==> src/rtl/audio_clkgen_pkg.sv <==
package audio_clkgen_pkg;

    localparam int MCODE_W = 4;
    localparam int BCODE_W = 3;
    localparam int RATIO_W = 5;

    // Master divider table; zero marks a reserved code
    function automatic logic [RATIO_W-1:0] master_ratio(input logic [MCODE_W-1:0] code);
        case (code)
            4'd0:    master_ratio = RATIO_W'(1);
            4'd1:    master_ratio = RATIO_W'(2);
            4'd2:    master_ratio = RATIO_W'(4);
            4'd3:    master_ratio = RATIO_W'(6);
            4'd4:    master_ratio = RATIO_W'(8);
            4'd5:    master_ratio = RATIO_W'(12);
            4'd6:    master_ratio = RATIO_W'(16);
            4'd7:    master_ratio = RATIO_W'(24);
            default: master_ratio = '0;
        endcase
    endfunction

    // Bit divider table, counted in master periods; zero marks a reserved code
    function automatic logic [RATIO_W-1:0] bit_ratio(input logic [BCODE_W-1:0] code);
        case (code)
            3'd0:    bit_ratio = RATIO_W'(2);
            3'd1:    bit_ratio = RATIO_W'(4);
            3'd2:    bit_ratio = RATIO_W'(6);
            3'd3:    bit_ratio = RATIO_W'(8);
            3'd4:    bit_ratio = RATIO_W'(12);
            3'd5:    bit_ratio = RATIO_W'(16);
            default: bit_ratio = '0;
        endcase
    endfunction

endpackage

==> src/rtl/clkdiv_stage.sv <==
module clkdiv_stage
    import audio_clkgen_pkg::*;
#(
    parameter bit IS_MASTER = 1'b1,
    parameter int CODE_W    = MCODE_W
) (
    input  logic               clk_i,
    input  logic               rst_ni,
    input  logic               run_i,
    input  logic               step_i,
    input  logic [CODE_W-1:0]  code_i,
    output logic               lvl_o,
    output logic               tick_o,
    output logic [RATIO_W-1:0] ratio_o
);

    typedef struct packed {
        logic [RATIO_W-1:0] ratio;
        logic [RATIO_W-1:0] cnt;
        logic               lvl;
    } div_state_t;

    div_state_t         st_d, st_q;
    logic [RATIO_W-1:0] lut_ratio;
    logic               tick;

    generate
        if (IS_MASTER) begin : g_master
            assign lut_ratio = master_ratio(MCODE_W'(code_i));
        end else begin : g_bit
            assign lut_ratio = bit_ratio(BCODE_W'(code_i));
        end
    endgenerate

    always_comb begin
        st_d = st_q;
        tick = 1'b0;
        if (!run_i) begin
            st_d = '0;
        end else if (step_i) begin
            if (st_q.cnt == '0) begin
                // Period boundary: the only place a new code is taken
                st_d.ratio = lut_ratio;
                if (lut_ratio != '0) begin
                    st_d.cnt = lut_ratio - 1'b1;
                    st_d.lvl = 1'b1;
                    tick     = 1'b1;
                end else begin
                    st_d.cnt = '0;
                    st_d.lvl = 1'b0;
                end
            end else begin
                st_d.cnt = st_q.cnt - 1'b1;
                st_d.lvl = (st_d.cnt >= (st_q.ratio >> 1));
            end
        end
    end

    always_ff @(posedge clk_i or negedge rst_ni) begin
        if (!rst_ni) st_q <= '0;
        else         st_q <= st_d;
    end

    assign lvl_o   = st_q.lvl;
    assign tick_o  = tick;
    assign ratio_o = st_q.ratio;

    AST_HOLD_NO_STEP: assert property (@(posedge clk_i) disable iff (!rst_ni)
        (run_i && !step_i) |=> $stable(st_q.lvl));
    AST_RATIO_AT_BOUNDARY: assert property (@(posedge clk_i) disable iff (!rst_ni)
        (run_i && step_i && st_q.cnt != '0) |=> $stable(st_q.ratio));
    AST_IDLE_CLEARS: assert property (@(posedge clk_i) disable iff (!rst_ni)
        !run_i |=> (!st_q.lvl && st_q.cnt == '0));
    AST_RESERVED_LOW: assert property (@(posedge clk_i) disable iff (!rst_ni)
        (st_q.ratio == '0) |-> !st_q.lvl);

endmodule

==> src/rtl/frame_strobe.sv <==
module frame_strobe #(
    parameter int FRAME_LEN = 32
) (
    input  logic clk_i,
    input  logic rst_ni,
    input  logic run_i,
    input  logic step_i,
    output logic pulse_o
);

    localparam int FW = (FRAME_LEN > 1) ? $clog2(FRAME_LEN) : 1;

    typedef struct packed {
        logic [FW-1:0] rem;
        logic          pulse;
    } frm_state_t;

    frm_state_t fr_d, fr_q;

    always_comb begin
        fr_d       = fr_q;
        fr_d.pulse = 1'b0;
        if (!run_i) begin
            fr_d = '0;
        end else if (step_i) begin
            fr_d.pulse = (fr_q.rem == '0);
            fr_d.rem   = (fr_q.rem == '0) ? FW'(FRAME_LEN - 1) : fr_q.rem - 1'b1;
        end
    end

    always_ff @(posedge clk_i or negedge rst_ni) begin
        if (!rst_ni) fr_q <= '0;
        else         fr_q <= fr_d;
    end

    assign pulse_o = fr_q.pulse;

    AST_PULSE_SINGLE: assert property (@(posedge clk_i) disable iff (!rst_ni)
        fr_q.pulse |=> !fr_q.pulse);
    AST_PULSE_IDLE: assert property (@(posedge clk_i) disable iff (!rst_ni)
        !run_i |=> !fr_q.pulse);

endmodule

==> src/rtl/audio_clkgen.sv <==
module audio_clkgen
    import audio_clkgen_pkg::*;
#(
    parameter int WORD_BITS = 16
) (
    input  logic               clk_i,
    input  logic               rst_ni,
    input  logic               mclk_en_i,
    input  logic [MCODE_W-1:0] mclk_code_i,
    input  logic [BCODE_W-1:0] bclk_code_i,
    output logic               mclk_o,
    output logic               bclk_o,
    output logic               frame_o
);

    localparam int FRAME_LEN = 2 * WORD_BITS;

    logic               m_lvl, m_tick, b_lvl, b_tick, b_run;
    logic [RATIO_W-1:0] m_ratio, b_ratio;

    clkdiv_stage #(.IS_MASTER(1'b1), .CODE_W(MCODE_W)) u_mdiv (
        .clk_i  (clk_i),
        .rst_ni (rst_ni),
        .run_i  (mclk_en_i),
        .step_i (1'b1),
        .code_i (mclk_code_i),
        .lvl_o  (m_lvl),
        .tick_o (m_tick),
        .ratio_o(m_ratio)
    );

    // Bit and frame logic run while the master clock is live or starting
    assign b_run = mclk_en_i && (m_tick || (m_ratio != '0));

    clkdiv_stage #(.IS_MASTER(1'b0), .CODE_W(BCODE_W)) u_bdiv (
        .clk_i  (clk_i),
        .rst_ni (rst_ni),
        .run_i  (b_run),
        .step_i (m_tick),
        .code_i (bclk_code_i),
        .lvl_o  (b_lvl),
        .tick_o (b_tick),
        .ratio_o(b_ratio)
    );

    frame_strobe #(.FRAME_LEN(FRAME_LEN)) u_frame (
        .clk_i  (clk_i),
        .rst_ni (rst_ni),
        .run_i  (b_run),
        .step_i (b_tick),
        .pulse_o(frame_o)
    );

    // Ratio 1 passes the module clock; the select changes only at a rising edge
    assign mclk_o = (m_ratio == RATIO_W'(1)) ? clk_i : m_lvl;
    assign bclk_o = b_lvl;

    AST_FRAME_ON_BCLK_HIGH: assert property (@(posedge clk_i) disable iff (!rst_ni)
        frame_o |-> bclk_o);
    AST_DISABLE_QUIET: assert property (@(posedge clk_i) disable iff (!rst_ni)
        !mclk_en_i |=> (!bclk_o && !frame_o && m_ratio == '0));
    AST_BCLK_RESERVED_LOW: assert property (@(posedge clk_i) disable iff (!rst_ni)
        (b_ratio == '0) |-> !bclk_o);

endmodule

==> config.mk <==
export PLATFORM = sky130hd
export DESIGN_NAME = audio_clkgen
export DESIGN_NICKNAME = d
export VERILOG_FILES = /design/src/rtl/audio_clkgen_pkg.sv /design/src/rtl/clkdiv_stage.sv /design/src/rtl/frame_strobe.sv /design/src/rtl/audio_clkgen.sv
export SDC_FILE = /design/constraint.sdc
export NUM_CORES = 1
export LEC_CHECK = 0
export BUFFER_PORTS_ARGS = -buffer_cell sky130_fd_sc_hd__buf_2
export CORE_UTILIZATION = 45
export DETAILED_ROUTE_END_ITERATION = 8
export PLACE_DENSITY_LB_ADDON = 0.05
export SYNTH_ARGS = -nofsm -noshare
export SYNTH_HDL_FRONTEND = slang
export SYNTH_SLANG_ARGS = --single-unit
==> constraint.sdc <==
create_clock -name clk_i -period 4.45 [get_ports clk_i]
set_input_delay 0.89 -clock clk_i [delete_from_list [all_inputs] [get_ports clk_i]]
set_output_delay 0.89 -clock clk_i [all_outputs]
set_load 0.01 [all_outputs]
==> results of run 1 <==
-- sequential cells by signal, summed over array words and instances (netlist names) --
name and cells:
u_bdiv.st_q 5, u_mdiv.lvl_o 1, u_frame.fr_q 5, u_bdiv.ratio_o 4, u_mdiv.ratio_o 5, u_bdiv.lvl_o 1, u_frame.pulse_o 1, u_mdiv.st_q 5
-- path summary, 6_finish.rpt --
kind,to,slack [ns],cells after the start
max,mclk_o,0.71,4
min,u_bdiv.lvl_o,0.50,1
max reg2reg,u_frame.fr_q[2],1.81,6
min reg2reg,u_bdiv.lvl_o,0.50,1
max in group asynchronous,u_mdiv.ratio_o[4],3.54,1
min in group asynchronous,u_bdiv.ratio_o[4],0.51,1
-- cells in the mapped netlist (2+ instances only) --
| cell type | instances | area (um2) |
|---|---|---|
| nand3_1 | 9 | 45.0 |
| ha_1 | 13 | 163 |
| nor4b_1 | 2 | 17.5 |
| a22o_1 | 3 | 26.3 |
| nor2b_1 | 5 | 31.3 |
| nor2_1 | 12 | 45.0 |
| nand2b_1 | 8 | 50.1 |
| nor3_1 | 8 | 40.0 |
| o21a_1 | 2 | 15.0 |
| nand2_1 | 16 | 60.1 |
| nand3b_1 | 2 | 15.0 |
| a221o_1 | 2 | 20.0 |
| and2_1 | 3 | 18.8 |
| a211oi_1 | 4 | 30.0 |
| dfrtp_1 | 27 | 676 |
| mux2_2 | 2 | 22.5 |
| clkbuf_1 | 7 | 26.3 |
| a21oi_1 | 14 | 70.1 |
| o211ai_1 | 3 | 22.5 |
| inv_1 | 21 | 78.8 |
| o21ai_0 | 7 | 35.0 |
| xor2_1 | 6 | 52.6 |
-- cell type report --
class / count / share of cell area, %
clock buffers: 7 / 4.34
clock inverters: 1 / 0.372
inverters: 21 / 3.90
multi-input cells: 149 / 51.9
flip-flops and latches: 27 / 33.5
well taps: 48 / 2.97
repair buffers: 12 / 3.10
-- worst register-to-register path, stage by stage, from the launching register on --
cell and delay, ns:
dfrtp_1 0.44, inv_1 0.08, ha_1 0.20, or4b_4 0.59, a211oi_4 0.63, nor2b_1 0.30
a311oi_2 0.31
-- through the flow --
step / std cells / worst slack [ns] / hold WS (ns) / cell area, um2
6_report: 265 / 0.713 / 0.498 / 2020
5_1_grt: 265 / 0.698 / 0.518 / 2020
4_1_cts: 265 / 0.706 / 0.505 / 2020
3_5_place_dp: 258 / 0.967 / 0.481 / 1930
3_3_place_gp: 258 / 0.967 / 0.489 / 1930
2_1_floorplan: 206 / 1.06 / 0.475 / 1840
-- kinds of logic after synthesis --
kind of cell | after synthesis
XOR/XNOR | 7
AO/OA/AOI/OAI | 50
flip-flops | 27
multiplexers | 3
AND/OR/NAND/NOR | 76
buffers and inverters | 30
adder cells (fa/ha/maj) | 13
-- layer usage --
| metal | vias up | global-route usage (%) | part of all wire [%] |
|---|---|---|---|
| met5 | - | 0 | 0 |
| met1 | 720 | 25.4 | 47 |
| li1 | 753 | - | - |
| met2 | 24 | 37.2 | 49 |
| met3 | 5 | 3.45 | 2.5 |
| met4 | 0 | 6.12 | 1.4 |
-- power groups by stage --
stage          registers (W)  logic [W]  clock network (W)
3_3_place_gp        0.000327   0.000461          0.0000102
5_1_grt             0.000330   0.000533           0.000241
6_report            0.000324   0.000473           0.000225
4_1_cts             0.000324   0.000476           0.000228
3_5_place_dp        0.000329   0.000474          0.0000102
2_1_floorplan       0.000318   0.000367         0.00000689
==> results.cfg, run 1 <==
[worst_setup_path]
timing.critical_path.from = clk_i
arrival_ns = 2.85
cp.required_ns = 3.56
reg2reg_from = u_mdiv.st_q[1]
crit_fanout = 2
path_buf_inv = 3
crit_family = buffers and inverters
end_kind = primary output
max_stage_delay_ns = 0.26
worstPathCellList = clkbuf_8 > clkbuf_8 > mux2_2 > buf_2
path_class = clock port to primary output
critPathMostFrequentCell = clkbuf_8
start_kind = clock port
cpMaxStageDelayCell = mux2_2

[global_routing]
first_global_vias = 1514
antenna_found_initial = 0
track_usage_pct = 20.8
overflow = 0
grt_max_degree = 28
grt_pass1_wl_um = 6870

[logic_synthesis]
syn_area_um2 = 1840
ys_warn_count = 0
yosys.area_share.adder_pct = 8.82
synth_mux_area_share_pct = 1.76
synth_fp_nets = 229
yosysSeqAreaShare_pct = 36.6
synth.avg_cell_area_um2 = 8.95
synthArstFlopShare_pct = 100
netlist_instances = 206
yosys_most_used_dff = dfrtp_1
yosys.area_share.simple_pct = 22.7
synth_top_family_by_area = simple AND/OR/NAND/NOR gates
synth-xor-area-share_pct = 3.32
synth_cell_type_count = 52
synth_edf_count = 0
yosys_register_bits = 27
synth_compound_area_share_pct = 20.1

[power_and_ir_drop]
cellInternalPower_w = 0.000607
seq_power_share_pct = 31.7
sw_frac_of_total_pct = 40.6
ir_worst_vdd_mv = 0.295
cellPowerDensity_nw_per_um2 = 506
p_leak_nw = 0.892
p_sw_w = 0.000415
clockPowerShare_pct = 22.0
p_total_w = 0.00102
power_frac_comb_pct = 46.3

[finish]
syn_to_final_growth_pct = 9.50
final_util_pct = 53.2
finalNetCount = 241
diodes = 0
layout-drive-gt1-share_pct = 13.8
fillers = 375
multi_input_area_um2 = 1050
regArea_um2 = 676
final_common_cell = dfrtp_1
final_cell_mix = dfrtp_1 (27), inv_1 (21), nand2_1 (16)

[place]
hpwlAfterDp_um = 3050
place.gp.congestion = 0.810
portBuffers = 12

[hold_path]
hold_class = flip-flop to flip-flop
hp-start = u_bdiv.lvl_o

[run]
cap_violations = 0

[sta]
finalClockSkew_ns = 0.00303
setup_violations = 0
finalHoldViolations = 0
rsz0062_at_grt = false
tightest_slew_ns = 0.872
slew_viol_final = 0
setup_tns_ns = 0
max-slew-margin-rel_pct = 41.0

[route]
viasPerCell = 5.67
routed_wl_um = 4040
vias = 1502
wl_per_cell_um = 15.2
drt_first_pass_iters = 4
drtIter0Drc = 74
drc_errors = 0
ant_nets = 0

[cts]
clock_latency_ns = 0.38
post_cts_buffers = 0
postCtsHoldBufs = 0
cts.repair.resized = 0
cts_tree = yes
cts.clk_slew.worst_paths_ns = 0.10

[die]
dieArea_um2 = 4360
coreArea_um2 = 3800
io_pins = 13
die_h_um = 66.0
die_x_um = 66.0
rows = 22
initial_core_util_pct = 48.6

[outcome]
status = finished clean
Note: power is estimated with default switching activity, not from simulation.
==> run 2, diff against run 1 <==
Clock period 4.45 ns to 3.2 ns, I/O delays scaled along.
==> results.cfg, run 2 (synthesis gave the netlist of run 1 again) <==
[outcome]
status = finished clean

[finish]
final_common_cell = dfrtp_1
layout-drive-gt1-share_pct = 14.2
syn_to_final_growth_pct = 9.90
diodes = 0
final_cell_mix = dfrtp_1 (27), inv_1 (21), nand2_1 (16)
final_area_um2 = 2030
finalNetCount = 242

[power_and_ir_drop]
power_frac_comb_pct = 46.1
p_sw_w = 0.000584
sw_frac_of_total_pct = 40.8
p_leak_nw = 0.898
seq_power_share_pct = 31.6
clockPowerShare_pct = 22.3
ir_worst_vdd_mv = 0.348
p_total_w = 0.00143
cellInternalPower_w = 0.000846
cellPowerDensity_nw_per_um2 = 706

[worst_setup_path]
worstPathCellList = clkbuf_8 > clkbuf_8 > mux2_2 > buf_2
crit_fanout = 2
critPathMostFrequentCell = clkbuf_8
cpMaxStageDelayCell = mux2_2
max_stage_delay_ns = 0.26
start_kind = clock port
cp.required_ns = 2.56
crit_family = buffers and inverters
path_class = clock port to primary output
path_buf_inv = 3
arrival_ns = 2.23
end_kind = primary output

[place]
dp_slack_ns = 0.473
portBuffers = 12
hpwlAfterDp_um = 3070
place.gp.congestion = 0.816
placed_cell_area_um2 = 1940

[global_routing]
grt_max_degree = 28
grt_pass1_wl_um = 7050
track_usage_pct = 21.7
antenna_found_initial = 0
first_global_vias = 1601
overflow = 0

[die]
rows = 22
dieArea_um2 = 4360
io_pins = 13
die_x_um = 66.0
initial_core_util_pct = 48.6
die_h_um = 66.0
coreArea_um2 = 3800

[run]
cap_violations = 0

[route]
viasPerCell = 5.80
ant_nets = 0
drt_first_pass_iters = 4
wl_per_cell_um = 15.7
drc_errors = 0
drtIter0Drc = 79
routed_wl_um = 4170
vias = 1544

[cts]
cts.repair.resized = 0
cts.clk_slew.worst_paths_ns = 0.10
postCtsHoldBufs = 0
clock_latency_ns = 0.39
post_cts_buffers = 0
cts_tree = yes

[sta]
setup_tns_ns = 0
rsz0062_at_grt = false
slew_viol_final = 0
tightest_slew_ns = 0.809
setup_violations = 0
finalClockSkew_ns = 0.0101
holdWs_ns = 0.259
finalHoldViolations = 0
max-slew-margin-rel_pct = 45.3
fin_ws_ns = 0.333

[hold_path]
hold_class = input pin to async pin
run 2: cell types whose count changed in the layout (fill, tap and decap cells not counted):
| cell | delta |
|---|---|
| buf_4 | +1 |
run 2: worst paths after layout:
check	start	cells after the start	slack (ns)	endpoint
worst max-delay path	clk_i	4	0.33	mclk_o
worst min-delay path	rst_ni	1	0.26	u_bdiv.st_q[2]
worst max register to register	u_mdiv.st_q[1]	7	0.85	u_bdiv.st_q[3]
worst min register to register	u_bdiv.lvl_o	1	0.51	u_bdiv.lvl_o
max in group asynchronous	rst_ni	1	2.53	u_frame.fr_q[1]
min in group clk_i	u_bdiv.lvl_o	1	0.51	u_bdiv.lvl_o
run 2: worst register-to-register path, delay by kind of cell, from the launching register on:
kind	cells	cell delay (ns)
AND/OR/NAND/NOR	2	0.82
buffers and inverters	2	0.32
AO/OA/AOI/OAI	2	0.52
adder cells (fa/ha/maj)	1	0.21
flip-flops	1	0.44
run 2: power groups by stage:
stage / logic, W / registers (W) / clock network, W
final: 0.000660 / 0.000452 / 0.000319
after global routing: 0.000752 / 0.000461 / 0.000340
after CTS: 0.000664 / 0.000452 / 0.000324
after detailed placement: 0.000662 / 0.000457 / 0.0000141
after global placement: 0.000643 / 0.000455 / 0.0000142
after floorplan: 0.000510 / 0.000442 / 0.00000958
run 2: area by class of cell:
| class | instances | area (um2) |
|---|---|---|
| inverter | 21 | 78.8 |
| clock buffer | 7 | 87.6 |
| clock inverter | 1 | 7.51 |
| sequential | 27 | 676 |
| multi-input combinational | 149 | 1050 |
| fill | 365 | 1770 |
| tap | 48 | 60.1 |
| timing repair buffer | 13 | 70.1 |
run 2: metrics by stage:
| stage | std cells | util, % |
|---|---|---|
| global placement | 259 | 51.0 |
| floorplan | 206 | - |
| finish | 266 | 53.4 |
| CTS | 266 | 53.4 |
| global route | 266 | 53.4 |
| detailed placement | 259 | 51.0 |
run 2: routing by layer:
metal / track usage (%) / routed length, um / vias up
li1: - / - / 754
met1: 23.4 / 1800 / 744
met2: 40.1 / 2130 / 38
met5: 0 / 0 / -
met3: 3.62 / 139 / 8
met4: 11.4 / 104 / 0
==> run 3, diff against run 2 <==
Clock period 3.2 ns to 2.9 ns, I/O delays scaled along.
==> results.cfg, run 3 (synthesis gave the netlist of run 1 again) <==
[die]
die_h_um = 66.0
io_pins = 13
die_x_um = 66.0
initial_core_util_pct = 48.6
coreArea_um2 = 3800
dieArea_um2 = 4360
rows = 22

[route]
dr_wl_met3_um = 108
vias = 1493
highest_layer = met4
wl_per_cell_um = 14.8
drtIter0Drc = 64
ant_nets = 0
met1Wirelength_um = 1870
dr_wl_met2_um = 1960
drt_first_pass_iters = 4
viasPerCell = 5.57
drc_errors = 0
routed_wl_um = 3980

[sta]
finalHoldViolations = 0
slew_viol_final = 0
rsz0062_at_grt = false
holdWs_ns = 0.200
setup_tns_ns = 0
max-slew-margin-rel_pct = 59.6
finalClockSkew_ns = 0.00572
tightest_slew_ns = 0.607
setup_violations = 0

[power_and_ir_drop]
ir_worst_vdd_mv = 0.422
p_leak_nw = 0.907
cellPowerDensity_nw_per_um2 = 769
p_total_w = 0.00157

[finish]
final_cell_mix = dfrtp_1 (27), inv_1 (21), nand2_1 (16)
regArea_um2 = 676
finalNonFillerCells = 268
diodes = 0
layout-drive-gt1-share_pct = 15.0
syn_to_final_growth_pct = 10.7
multi_input_area_um2 = 1050
fillers = 362
finalNetCount = 244
final_common_cell = dfrtp_1

[worst_setup_path]
arrival_ns = 2.06
crit_fanout = 2
max_stage_delay_ns = 0.25
cpMaxStageDelayCell = mux2_2
cp.required_ns = 2.32
worstPathCellList = clkbuf_8 > clkbuf_8 > mux2_2 > buf_2
end_kind = primary output
path_class = clock port to primary output
start_kind = clock port
critPathMostFrequentCell = clkbuf_8

[outcome]
status = finished clean

[cts]
postCtsHoldBufs = 0
cts.clk_slew.worst_paths_ns = 0.10
post_cts_buffers = 0
clock_latency_ns = 0.38
cts_tree = yes
cts.repair.resized = 0

[global_routing]
grt_pass1_wl_um = 7000
track_usage_pct = 21.4
grt_max_degree = 28
antenna_found_initial = 0
first_global_vias = 1537
overflow = 0

[place]
place.gp.congestion = 0.954
numPlacedInstances = 261
portBuffers = 12
hpwlAfterDp_um = 2980

[run]
cap_violations = 0

[hold_path]
hold_class = input pin to async pin
[run 3: cell count changes in the layout (fill, tap and decap cells not counted), sizes merged]
cell	delta
buf	+2
[run 3: metal layers]
| layer | global-route usage, % | up-vias |
|---|---|---|
| met5 | 0 | - |
| met4 | 7.98 | 0 |
| met3 | 3.10 | 5 |
| met2 | 37.8 | 24 |
| met1 | 26.1 | 705 |
| li1 | - | 759 |
[run 3: cell type report]
| type | count | share of cell area, % |
|---|---|---|
| Multi-Input combinational cell | 149 | 51.3 |
| Clock inverter | 1 | 0.368 |
| Clock buffer | 7 | 4.29 |
| Timing Repair Buffer | 15 | 4.17 |
| Inverter | 21 | 3.86 |
| Sequential cell | 27 | 33.1 |
| Tap cell | 48 | 2.94 |
[run 3: worst paths after layout]
path / from / to / slack, ns / depth (start not counted)
setup / recovery: clk_i / mclk_o / 0.26 / 4
hold / removal: rst_ni / u_bdiv.st_q[2] / 0.20 / 1
setup reg to reg: u_bdiv.st_q[1] / u_frame.fr_q[3] / 0.61 / 6
hold reg to reg: u_bdiv.lvl_o / u_bdiv.lvl_o / 0.51 / 1
max in group asynchronous: rst_ni / u_frame.fr_q[3] / 2.30 / 1
min in group clk_i: bclk_code_i[0] / u_bdiv.ratio_o[4] / 0.50 / 3
[run 3: worst max-delay path, delay by kind of cell]
family                 cells  cell delay [ns]
buffers and inverters      3             0.37
multiplexers               1             0.25
[run 3: power breakdown]
group	switching [W]	total (W)	internal, W	leakage, nW
logic	0.000421	0.000734	0.000313	0.486
registers	0.0000585	0.000497	0.000438	0.369
clock network	0.000145	0.000340	0.000194	0.0520
[run 3: stage by stage]
stage	setup WS, ns	util, %	instance area (um2)
after floorplan	0.477	-	1840
after global placement	0.392	51.4	1950
after detailed placement	0.298	51.4	1950
after CTS	0.251	53.8	2040
after global routing	0.239	53.8	2040
final	0.256	53.8	2040
